==> src/rtl/gpio_pkg.sv <==
package gpio_pkg;
  localparam int ADDR_W = 4;

  typedef enum logic [1:0] {
    PM_QUASI = 2'b00,
    PM_PUSH  = 2'b01,
    PM_INPUT = 2'b10,
    PM_OPEN  = 2'b11
  } pin_mode_e;

  localparam logic [ADDR_W-1:0] A_PORT_A  = 4'd0;
  localparam logic [ADDR_W-1:0] A_PORT_B  = 4'd1;
  localparam logic [ADDR_W-1:0] A_A_HI    = 4'd2;
  localparam logic [ADDR_W-1:0] A_A_LO    = 4'd3;
  localparam logic [ADDR_W-1:0] A_B_HI    = 4'd4;
  localparam logic [ADDR_W-1:0] A_B_LO    = 4'd5;
  localparam logic [ADDR_W-1:0] A_ANA_SEL = 4'd6;
endpackage

==> src/rtl/gpio_cfg_regs.sv <==
module gpio_cfg_regs
  import gpio_pkg::*;
#(
  parameter int               PIN_W    = 8,
  parameter logic [PIN_W-1:0] ANA_MASK = 8'h3E
) (
  input  logic              clk,
  input  logic              rst_n,
  input  logic [ADDR_W-1:0] addr,
  input  logic [PIN_W-1:0]  wdata,
  input  logic              we,
  output logic [PIN_W-1:0]  lat_a,
  output logic [PIN_W-1:0]  lat_b,
  output logic [PIN_W-1:0]  hi_a,
  output logic [PIN_W-1:0]  lo_a,
  output logic [PIN_W-1:0]  hi_b,
  output logic [PIN_W-1:0]  lo_b,
  output logic [PIN_W-1:0]  ana
);
  localparam logic [PIN_W-1:0] ALL_ONE  = {PIN_W{1'b1}};
  localparam logic [PIN_W-1:0] ALL_ZERO = {PIN_W{1'b0}};

  always_ff @(posedge clk or negedge rst_n) begin
    if (!rst_n) begin
      lat_a <= ALL_ONE;
      lat_b <= ALL_ONE;
      hi_a  <= ALL_ONE;
      lo_a  <= ALL_ZERO;
      hi_b  <= ALL_ONE;
      lo_b  <= ALL_ZERO;
      ana   <= ALL_ZERO;
    end else if (we) begin
      case (addr)
        A_PORT_A:  lat_a <= wdata;
        A_PORT_B:  lat_b <= wdata;
        A_A_HI:    hi_a  <= wdata;
        A_A_LO:    lo_a  <= wdata;
        A_B_HI:    hi_b  <= wdata;
        A_B_LO:    lo_b  <= wdata;
        A_ANA_SEL: ana   <= wdata & ANA_MASK;
        default: ;
      endcase
    end
  end
endmodule

==> src/rtl/gpio_pin_drive.sv <==
module gpio_pin_drive
  import gpio_pkg::*;
#(
  parameter int               PIN_W         = 8,
  parameter logic [PIN_W-1:0] FORCE_IN_MASK = '0,
  parameter logic [PIN_W-1:0] OD_ONLY_MASK  = '0
) (
  input  logic [PIN_W-1:0] lat,
  input  logic [PIN_W-1:0] hi,
  input  logic [PIN_W-1:0] lo,
  output logic [PIN_W-1:0] out_o,
  output logic [PIN_W-1:0] oe_o,
  output logic [PIN_W-1:0] pu_o
);
  for (genvar i = 0; i < PIN_W; i++) begin : g_pin
    pin_mode_e raw_mode;
    pin_mode_e eff_mode;
    logic      oe_b;
    logic      pu_b;

    always_comb begin
      raw_mode = pin_mode_e'({hi[i], lo[i]});
      if (FORCE_IN_MASK[i])
        eff_mode = PM_INPUT;
      else if (OD_ONLY_MASK[i] && raw_mode != PM_INPUT)
        eff_mode = PM_OPEN;
      else
        eff_mode = raw_mode;

      oe_b = 1'b0;
      pu_b = 1'b0;
      unique case (eff_mode)
        PM_QUASI: begin
          pu_b = 1'b1;
          oe_b = ~lat[i];
        end
        PM_PUSH:  oe_b = 1'b1;
        PM_INPUT: oe_b = 1'b0;
        PM_OPEN:  oe_b = ~lat[i];
      endcase
    end

    assign out_o[i] = lat[i];
    assign oe_o[i]  = oe_b;
    assign pu_o[i]  = pu_b;
  end
endmodule

==> src/rtl/gpio_read_mux.sv <==
module gpio_read_mux
  import gpio_pkg::*;
#(
  parameter int PIN_W = 8
) (
  input  logic [ADDR_W-1:0] addr,
  input  logic [PIN_W-1:0]  pad_a,
  input  logic [PIN_W-1:0]  pad_b,
  input  logic [PIN_W-1:0]  hi_a,
  input  logic [PIN_W-1:0]  lo_a,
  input  logic [PIN_W-1:0]  hi_b,
  input  logic [PIN_W-1:0]  lo_b,
  input  logic [PIN_W-1:0]  ana,
  output logic [PIN_W-1:0]  rdata
);
  always_comb begin
    unique case (addr)
      A_PORT_A:  rdata = pad_a & ~ana;
      A_PORT_B:  rdata = pad_b;
      A_A_HI:    rdata = hi_a;
      A_A_LO:    rdata = lo_a;
      A_B_HI:    rdata = hi_b;
      A_B_LO:    rdata = lo_b;
      A_ANA_SEL: rdata = ana;
      default:   rdata = '0;
    endcase
  end
endmodule

==> src/rtl/gpio_port_ctrl.sv <==
module gpio_port_ctrl
  import gpio_pkg::*;
#(
  parameter int               PIN_W      = 8,
  parameter logic [PIN_W-1:0] ANA_MASK   = 8'h3E,
  parameter logic [PIN_W-1:0] B_IN_ONLY  = 8'h20,
  parameter logic [PIN_W-1:0] B_OD_ONLY  = 8'h0C
) (
  input  logic              clk,
  input  logic              rst_n,
  input  logic [ADDR_W-1:0] bus_addr,
  input  logic [PIN_W-1:0]  bus_wdata,
  input  logic              bus_we,
  output logic [PIN_W-1:0]  bus_rdata,
  input  logic [PIN_W-1:0]  pa_in,
  output logic [PIN_W-1:0]  pa_out,
  output logic [PIN_W-1:0]  pa_oe,
  output logic [PIN_W-1:0]  pa_pu,
  input  logic [PIN_W-1:0]  pb_in,
  output logic [PIN_W-1:0]  pb_out,
  output logic [PIN_W-1:0]  pb_oe,
  output logic [PIN_W-1:0]  pb_pu
);
  logic [PIN_W-1:0] lat_a_q, lat_b_q;
  logic [PIN_W-1:0] hi_a_q, lo_a_q, hi_b_q, lo_b_q;
  logic [PIN_W-1:0] ana_q;

  gpio_cfg_regs #(.PIN_W(PIN_W), .ANA_MASK(ANA_MASK)) u_regs (
    .clk   (clk),
    .rst_n (rst_n),
    .addr  (bus_addr),
    .wdata (bus_wdata),
    .we    (bus_we),
    .lat_a (lat_a_q),
    .lat_b (lat_b_q),
    .hi_a  (hi_a_q),
    .lo_a  (lo_a_q),
    .hi_b  (hi_b_q),
    .lo_b  (lo_b_q),
    .ana   (ana_q)
  );

  gpio_pin_drive #(
    .PIN_W(PIN_W), .FORCE_IN_MASK('0), .OD_ONLY_MASK('0)
  ) u_drive_a (
    .lat   (lat_a_q),
    .hi    (hi_a_q),
    .lo    (lo_a_q),
    .out_o (pa_out),
    .oe_o  (pa_oe),
    .pu_o  (pa_pu)
  );

  gpio_pin_drive #(
    .PIN_W(PIN_W), .FORCE_IN_MASK(B_IN_ONLY), .OD_ONLY_MASK(B_OD_ONLY)
  ) u_drive_b (
    .lat   (lat_b_q),
    .hi    (hi_b_q),
    .lo    (lo_b_q),
    .out_o (pb_out),
    .oe_o  (pb_oe),
    .pu_o  (pb_pu)
  );

  gpio_read_mux #(.PIN_W(PIN_W)) u_rmux (
    .addr  (bus_addr),
    .pad_a (pa_in),
    .pad_b (pb_in),
    .hi_a  (hi_a_q),
    .lo_a  (lo_a_q),
    .hi_b  (hi_b_q),
    .lo_b  (lo_b_q),
    .ana   (ana_q),
    .rdata (bus_rdata)
  );
endmodule

==> config.mk <==
export PLATFORM = sky130hd
export DESIGN_NAME = gpio_port_ctrl
export DESIGN_NICKNAME = d
export VERILOG_FILES = /design/src/rtl/gpio_pkg.sv /design/src/rtl/gpio_cfg_regs.sv /design/src/rtl/gpio_pin_drive.sv /design/src/rtl/gpio_read_mux.sv /design/src/rtl/gpio_port_ctrl.sv
export SDC_FILE = /design/constraint.sdc
export NUM_CORES = 1
export LEC_CHECK = 0
export CAP_MARGIN = 30
export CORE_ASPECT_RATIO = 0.8
export CORE_MARGIN = 1.5
export CORE_UTILIZATION = 50
export CTS_BUF_LIST = sky130_fd_sc_hd__clkbuf_4 sky130_fd_sc_hd__clkbuf_8
export DETAILED_ROUTE_END_ITERATION = 10
export DONT_BUFFER_PORTS = 1
export HOLD_SLACK_MARGIN = 0.15
export PLACE_DENSITY = 0.67
export SLEW_MARGIN = 40
export SYNTH_ARGS = -nofsm -noshare
export SYNTH_HDL_FRONTEND = slang
export SYNTH_SLANG_ARGS = --single-unit
==> constraint.sdc <==
create_clock -name clk -period 2.25 [get_ports clk]
set_clock_uncertainty 0.15 [all_clocks]
set_input_delay 0.225 -clock clk [delete_from_list [all_inputs] [get_ports clk]]
set_output_delay 0.225 -clock clk [all_outputs]
set_load 0.1 [all_outputs]
# Word level (Yosys, flattened, before mapping)
# Cells that the tools add are included.
[classes]
bitwise_logic = 17
muxes = 33
eq_ne = 53
n_reduce_logical = 38
[op_table]
columns = ["cell", "count"]
rows = [
  ["2-bit equality test (second input constant)", 30],
  ["8-bit case mux with 7 select lines", 1],
  ["1-bit case mux with 3 select lines", 15],
  ["2-bit by 1-bit equality test with 1-bit output (second input constant)", 15],
  ["2-bit logical NOT", 15],
  ["2-bit OR reduction", 15],
  ["1-bit two-way mux", 15],
  ["1-bit NOT", 15],
  ["2-bit AND reduction", 7],
  ["4-bit by 3-bit equality test with 1-bit output (second input constant)", 3],
  ["8-bit AND", 1],
  ["4-bit by 2-bit equality test with 1-bit output (second input constant)", 2],
  ["6-bit NOT with 8-bit output", 1],
  ["4-bit by 1-bit equality test with 1-bit output (second input constant)", 1],
  ["4-bit logical NOT", 1],
  ["2-bit two-way mux", 2],
  ["2-bit != test (second input constant)", 2],
]
[totals]
ff_bits = 53
wordCells = 148
output_inout_bits = 56
input_bits = 31

# Depth between registers and ports, before layout
[depth]
ltp_word = 5
ltp_mapped = 5
ltp_nobuf = 3

# Cells and area by module
# From an unflattened synthesis, not the netlist that was laid out.
[unflattened]
cells_unflattened = 306
hier_area_um2 = 3554.7
[by_module_without_submodules]
columns = ["mod", "cells_each", "area_per_inst_um2", "seq_area_each_um2", "n_inst"]
rows = [
  ["gpio_cfg_regs", 122, 2123.3, 1366.3, 1],
  ["gpio_pin_drive (u_drive_a)", 64, 520.5, 0.0, 1],
  ["gpio_read_mux", 66, 496.7, 0.0, 1],
  ["gpio_pin_drive (u_drive_b)", 54, 414.1, 0.0, 1],
]

# Worst setup path before layout
# OpenSTA, ideal clock, no wires.
[synth_path]
path_kind = "input -> output"
from = "input port bus_addr[0]"
to = "output port bus_rdata[6]"
t_arrival_ns = 2.996
n_path_buf = 2
required_ns = 1.875
slack_ns = -1.121
path_stages = 4
cell_sequence = "buf_4 > clkbuf_1 > a22oi_1 > o32ai_1"
[synth_via]
elab_chain_len = 2
word_cells_on_any_way = 8
classes_between = "6 x eq/ne; 1 x mux; 1 x reduce/logical"
[synth_lines]
columns = ["item", "line_no", "rtl"]
rows = [
  ["from (decl)", "gpio_port_ctrl.sv:11", "input logic [ADDR_W-1:0] bus_addr,"],
  ["4-bit by 3-bit equality test with 1-bit output (tied with other cells)", "gpio_read_mux.sv:17", "unique case (addr)"],
  ["8-bit case mux with 7 select lines (*)", "gpio_read_mux.sv:17", ""],
  ["to (decl)", "gpio_port_ctrl.sv:14", "output logic [PIN_W-1:0] bus_rdata,"],
]
# Mark *: on every way between the ends. The rest lies on a longest branch, timed or not.

# Worst setup path after layout
[layout_path]
from = "register u_regs.hi_a[1]"
to = "output port pa_oe[1]"
[layout_via]
elab_chain_len = 3
word_cells_on_any_way = 6
classes_between = "3 x eq/ne; 1 x mux; 2 x reduce/logical"
[layout_lines]
columns = ["item", "line_no", "rtl"]
rows = [
  ["from (decl)", "gpio_cfg_regs.sv:14", "output logic [PIN_W-1:0] hi_a,"],
  ["from (signal assigned)", "gpio_cfg_regs.sv:36", "A_A_HI: hi_a <= wdata;"],
  ["2-bit equality test / 2-bit logical NOT (equally long branches)", "gpio_pin_drive.sv:32", "unique case (eff_mode)"],
  ["2-bit OR reduction (no line)", "-", ""],
  ["1-bit case mux with 3 select lines (*)", "gpio_pin_drive.sv:32", ""],
  ["to (decl)", "gpio_port_ctrl.sv:17", "output logic [PIN_W-1:0] pa_oe,"],
]
# Marks and branches as above.

==> flow_summary.toml <==
[status]
outcome = "finished clean"

[timing]
report.final.setup_viol = 0
fin_worst_hold_slack_ns = 0.192
worst_slew_pin_slew_ns = 0.723
maxSlewHeadroom_pct = 51.3
post-route-period-util_pct = 95.1
rsz0062_at_grt = "no"
fmax_ghz = 0.468
fin_crit_ns = 2.14
slew_violations = 0
hold_viol = 0

[setup_path]
critPathMaxFanout = 4
max_stage_delay_ns = 0.59
worst-setup-path-type = "flip-flop to primary output"
start_kind = "flip-flop"
cp-startpoint = "u_regs.hi_a[1]"
required_ns = 1.88
rr_startpoint = "u_regs.lat_b[5]"
cp.arrival_ns = 1.76
end_kind = "primary output"
cpMaxStageDelayCell = "dfstp_2"
cp_cell_sequence = "inv_1 -> ha_1 -> mux2i_2 -> buf_4"

[clock_network]
numCtsBuffers = 5
cts_hold_buf = 12
cts_max_level = 2
cts_tree = "yes"
path_clk_slew_ns = 0.10
clock_path_buffers = 2
ctsResizeCount = 0
root_buffer = "clkbuf_8"
clkSinkCount = 53
insertion_delay_ns = 0.31
post_cts_buffers = 0

[drt]
routedWlPerCell_um = 17.6
vias_per_cell = 5.41
dr_total_vias = 2284
drtPass1Iterations = 4
route.detailed.drc = 0
ant_nets = 0
wl_um = 7420
drt_iter0_markers = 87

[grt]
antenna_found_initial = 0
grt_pass1_wl_um = 11900
grt_pass1_vias = 2209
gr-total-overflow = 0
grt_max_degree = 54
grt_usage_pct = 20.1

[logic_synthesis]
syn_avg_cell_area_um2 = 11.6
yosys_warnings = 0
netlist.top_cell.by_area = "dfstp_2"
yosysSeqAreaShare_pct = 38.8
async_flop_share_pct = 100
synth_enable_flop_cells = 0
synthTopCellsByArea = "dfstp_2 24%, mux2_2 16%, dfrtp_1 15%, ha_1 9.2%, buf_4 7.2%"
synthFlopType = "dfstp_2"
synth_cells = 305
synth_top_area_share_pct = 23.9
synthesis.area_mm2 = 0.00352
ys_types = 45
ys_seq_elements = 53

[floorplanning]
start_util_pct = 51.4
placementRows = 27
core-area_mm2 = 0.00686
ioPinCount = 87
dieArea_mm2 = 0.00757
die_x_um = 96.9
die_h_um = 78.1

[job]
drv_cap = 0

[pwr]
pwr-share-clk_pct = 10.4
seqPwrFrac_pct = 28.3
p_leak_nw = 1.83
p_sw_share_pct = 55.8
switching_power_mw = 2.99
comb_power_share_pct = 61.3
ir_drop_v = 0.000771
internal-power_mw = 2.37
p_per_area_mw_per_mm2 = 1310

[placement]
dp_hpwl_um = 5240
placed_area_mm2 = 0.00387
gp_congestion = 0.797
io_buffers = 0

[layout]
ff_latch_area_mm2 = 0.00137
n_antenna_cell = 0
multi_input_area_mm2 = 0.00186
layout-drive-gt1-share_pct = 53.7
syn2layout_area_growth_pct = 16.2
nFillCells = 561
design_area_mm2 = 0.00410
nets = 391

[hold_path]
min_from = "bus_we"
hold_path.class = "input pin to flip-flop"
-- registers in the layout, indices dropped and copies added (netlist names) --
register and cells:
u_regs.lo_a 8, u_regs.ana 5, u_regs.lat_a 8, u_regs.lat_b 8, u_regs.lo_b 8, u_regs.hi_b 8
u_regs.hi_a 8
-- cells in the mapped netlist (all sizes together) (2+ instances only) --
cell	count
o32ai	3
or3	3
o221ai	3
nand4	2
mux2i	18
dfstp	32
and3b	2
nor2	2
a32oi	4
buf	41
inv	32
clkbuf	4
or3b	2
nor3b	5
nand3	5
ha	26
mux2	59
a31oi	2
nand3b	15
nand2	2
a21oi	7
dfrtp	21
a21o	2
-- cells by family after synthesis --
logic type / after synthesis / synth area share, %
adder cells (fa/ha/maj): 26 / 9.23
multiplexers: 77 / 24.8
buffers and inverters: 77 / 12.2
flip-flops: 53 / 38.8
other: 1 / 0.106
AND/OR/NAND/NOR: 48 / 10.2
AO/OA/AOI/OAI: 23 / 4.69
-- power by group through the flow --
stage	registers (mW)	logic (mW)	clock network (mW)
floorplan	1.94	2.45	0
global placement	1.52	3.21	0
detailed placement	1.54	3.23	0
CTS	1.52	3.30	0.563
global route	1.56	3.40	0.603
finish	1.52	3.28	0.556
-- per-layer routing --
layer | wire length, um | track usage, % | vias to the layer above
met1 | 3560 | 28.1 | 1121
met4 | 98 | 4.78 | 0
met2 | 3430 | 32.5 | 60
li1 | - | - | 1090
met5 | 0 | 0 | -
met3 | 335 | 4.01 | 13
-- layout make-up --
type	count	share of cell area (%)
Multi-Input combinational cell	178	45.3
Sequential cell	53	33.4
Timing Repair Buffer	64	13.5
Inverter	32	2.93
Tap cell	87	2.66
Clock buffer	6	1.86
Clock inverter	2	0.367
-- critical path, delay by kind of cell, from the launching register on --
family,cells,cell delay [ns]
flops,1,0.59
buf+inv,2,0.36
fa+ha+maj,1,0.30
mux,1,0.20
-- placed cells by master (no fill, tap or decap), types with 5 or more instances in the layout --
cell,instances
buf_4,50
dfstp_2,32
dlygate4sd3_1,11
nand3b_1,14
mux2i_1,5
mux2_2,51
mux2_4,8
a21oi_1,5
mux2i_2,13
clkbuf_8,5
inv_1,32
ha_1,26
dfrtp_1,21
-- per-stage QoR --
| step | utilization, % | total power, mW | setup slack [ns] | TNS (ns) | std cells |
|---|---|---|---|---|---|
| 3_5_place_dp | 56.4 | 4.77 | 0.401 | 0 | 402 |
| 3_3_place_gp | 56.4 | 4.73 | 0.392 | 0 | 402 |
| 6_report | 59.7 | 5.35 | 0.111 | 0 | 422 |
| 5_1_grt | 59.7 | 5.56 | 0.0345 | 0 | 422 |
| 4_1_cts | 59.7 | 5.38 | 0.104 | 0 | 422 |
| 2_1_floorplan | - | 4.39 | -0.114 | -0.114 | 308 |
-- final timing paths --
check                      slack, ns               to  depth (start not counted)
setup / recovery                0.11         pa_oe[1]                          4
hold / removal                  0.19  u_regs.lat_a[1]                          2
setup reg to reg                0.93  u_regs.lat_b[5]                          1
hold reg to reg                 0.38   u_regs.lo_b[5]                          1
max in group asynchronous       1.38  u_regs.lat_b[0]                          2
min in group asynchronous       0.29   u_regs.lo_a[3]                          2
(Power assumes the default switching activity.)
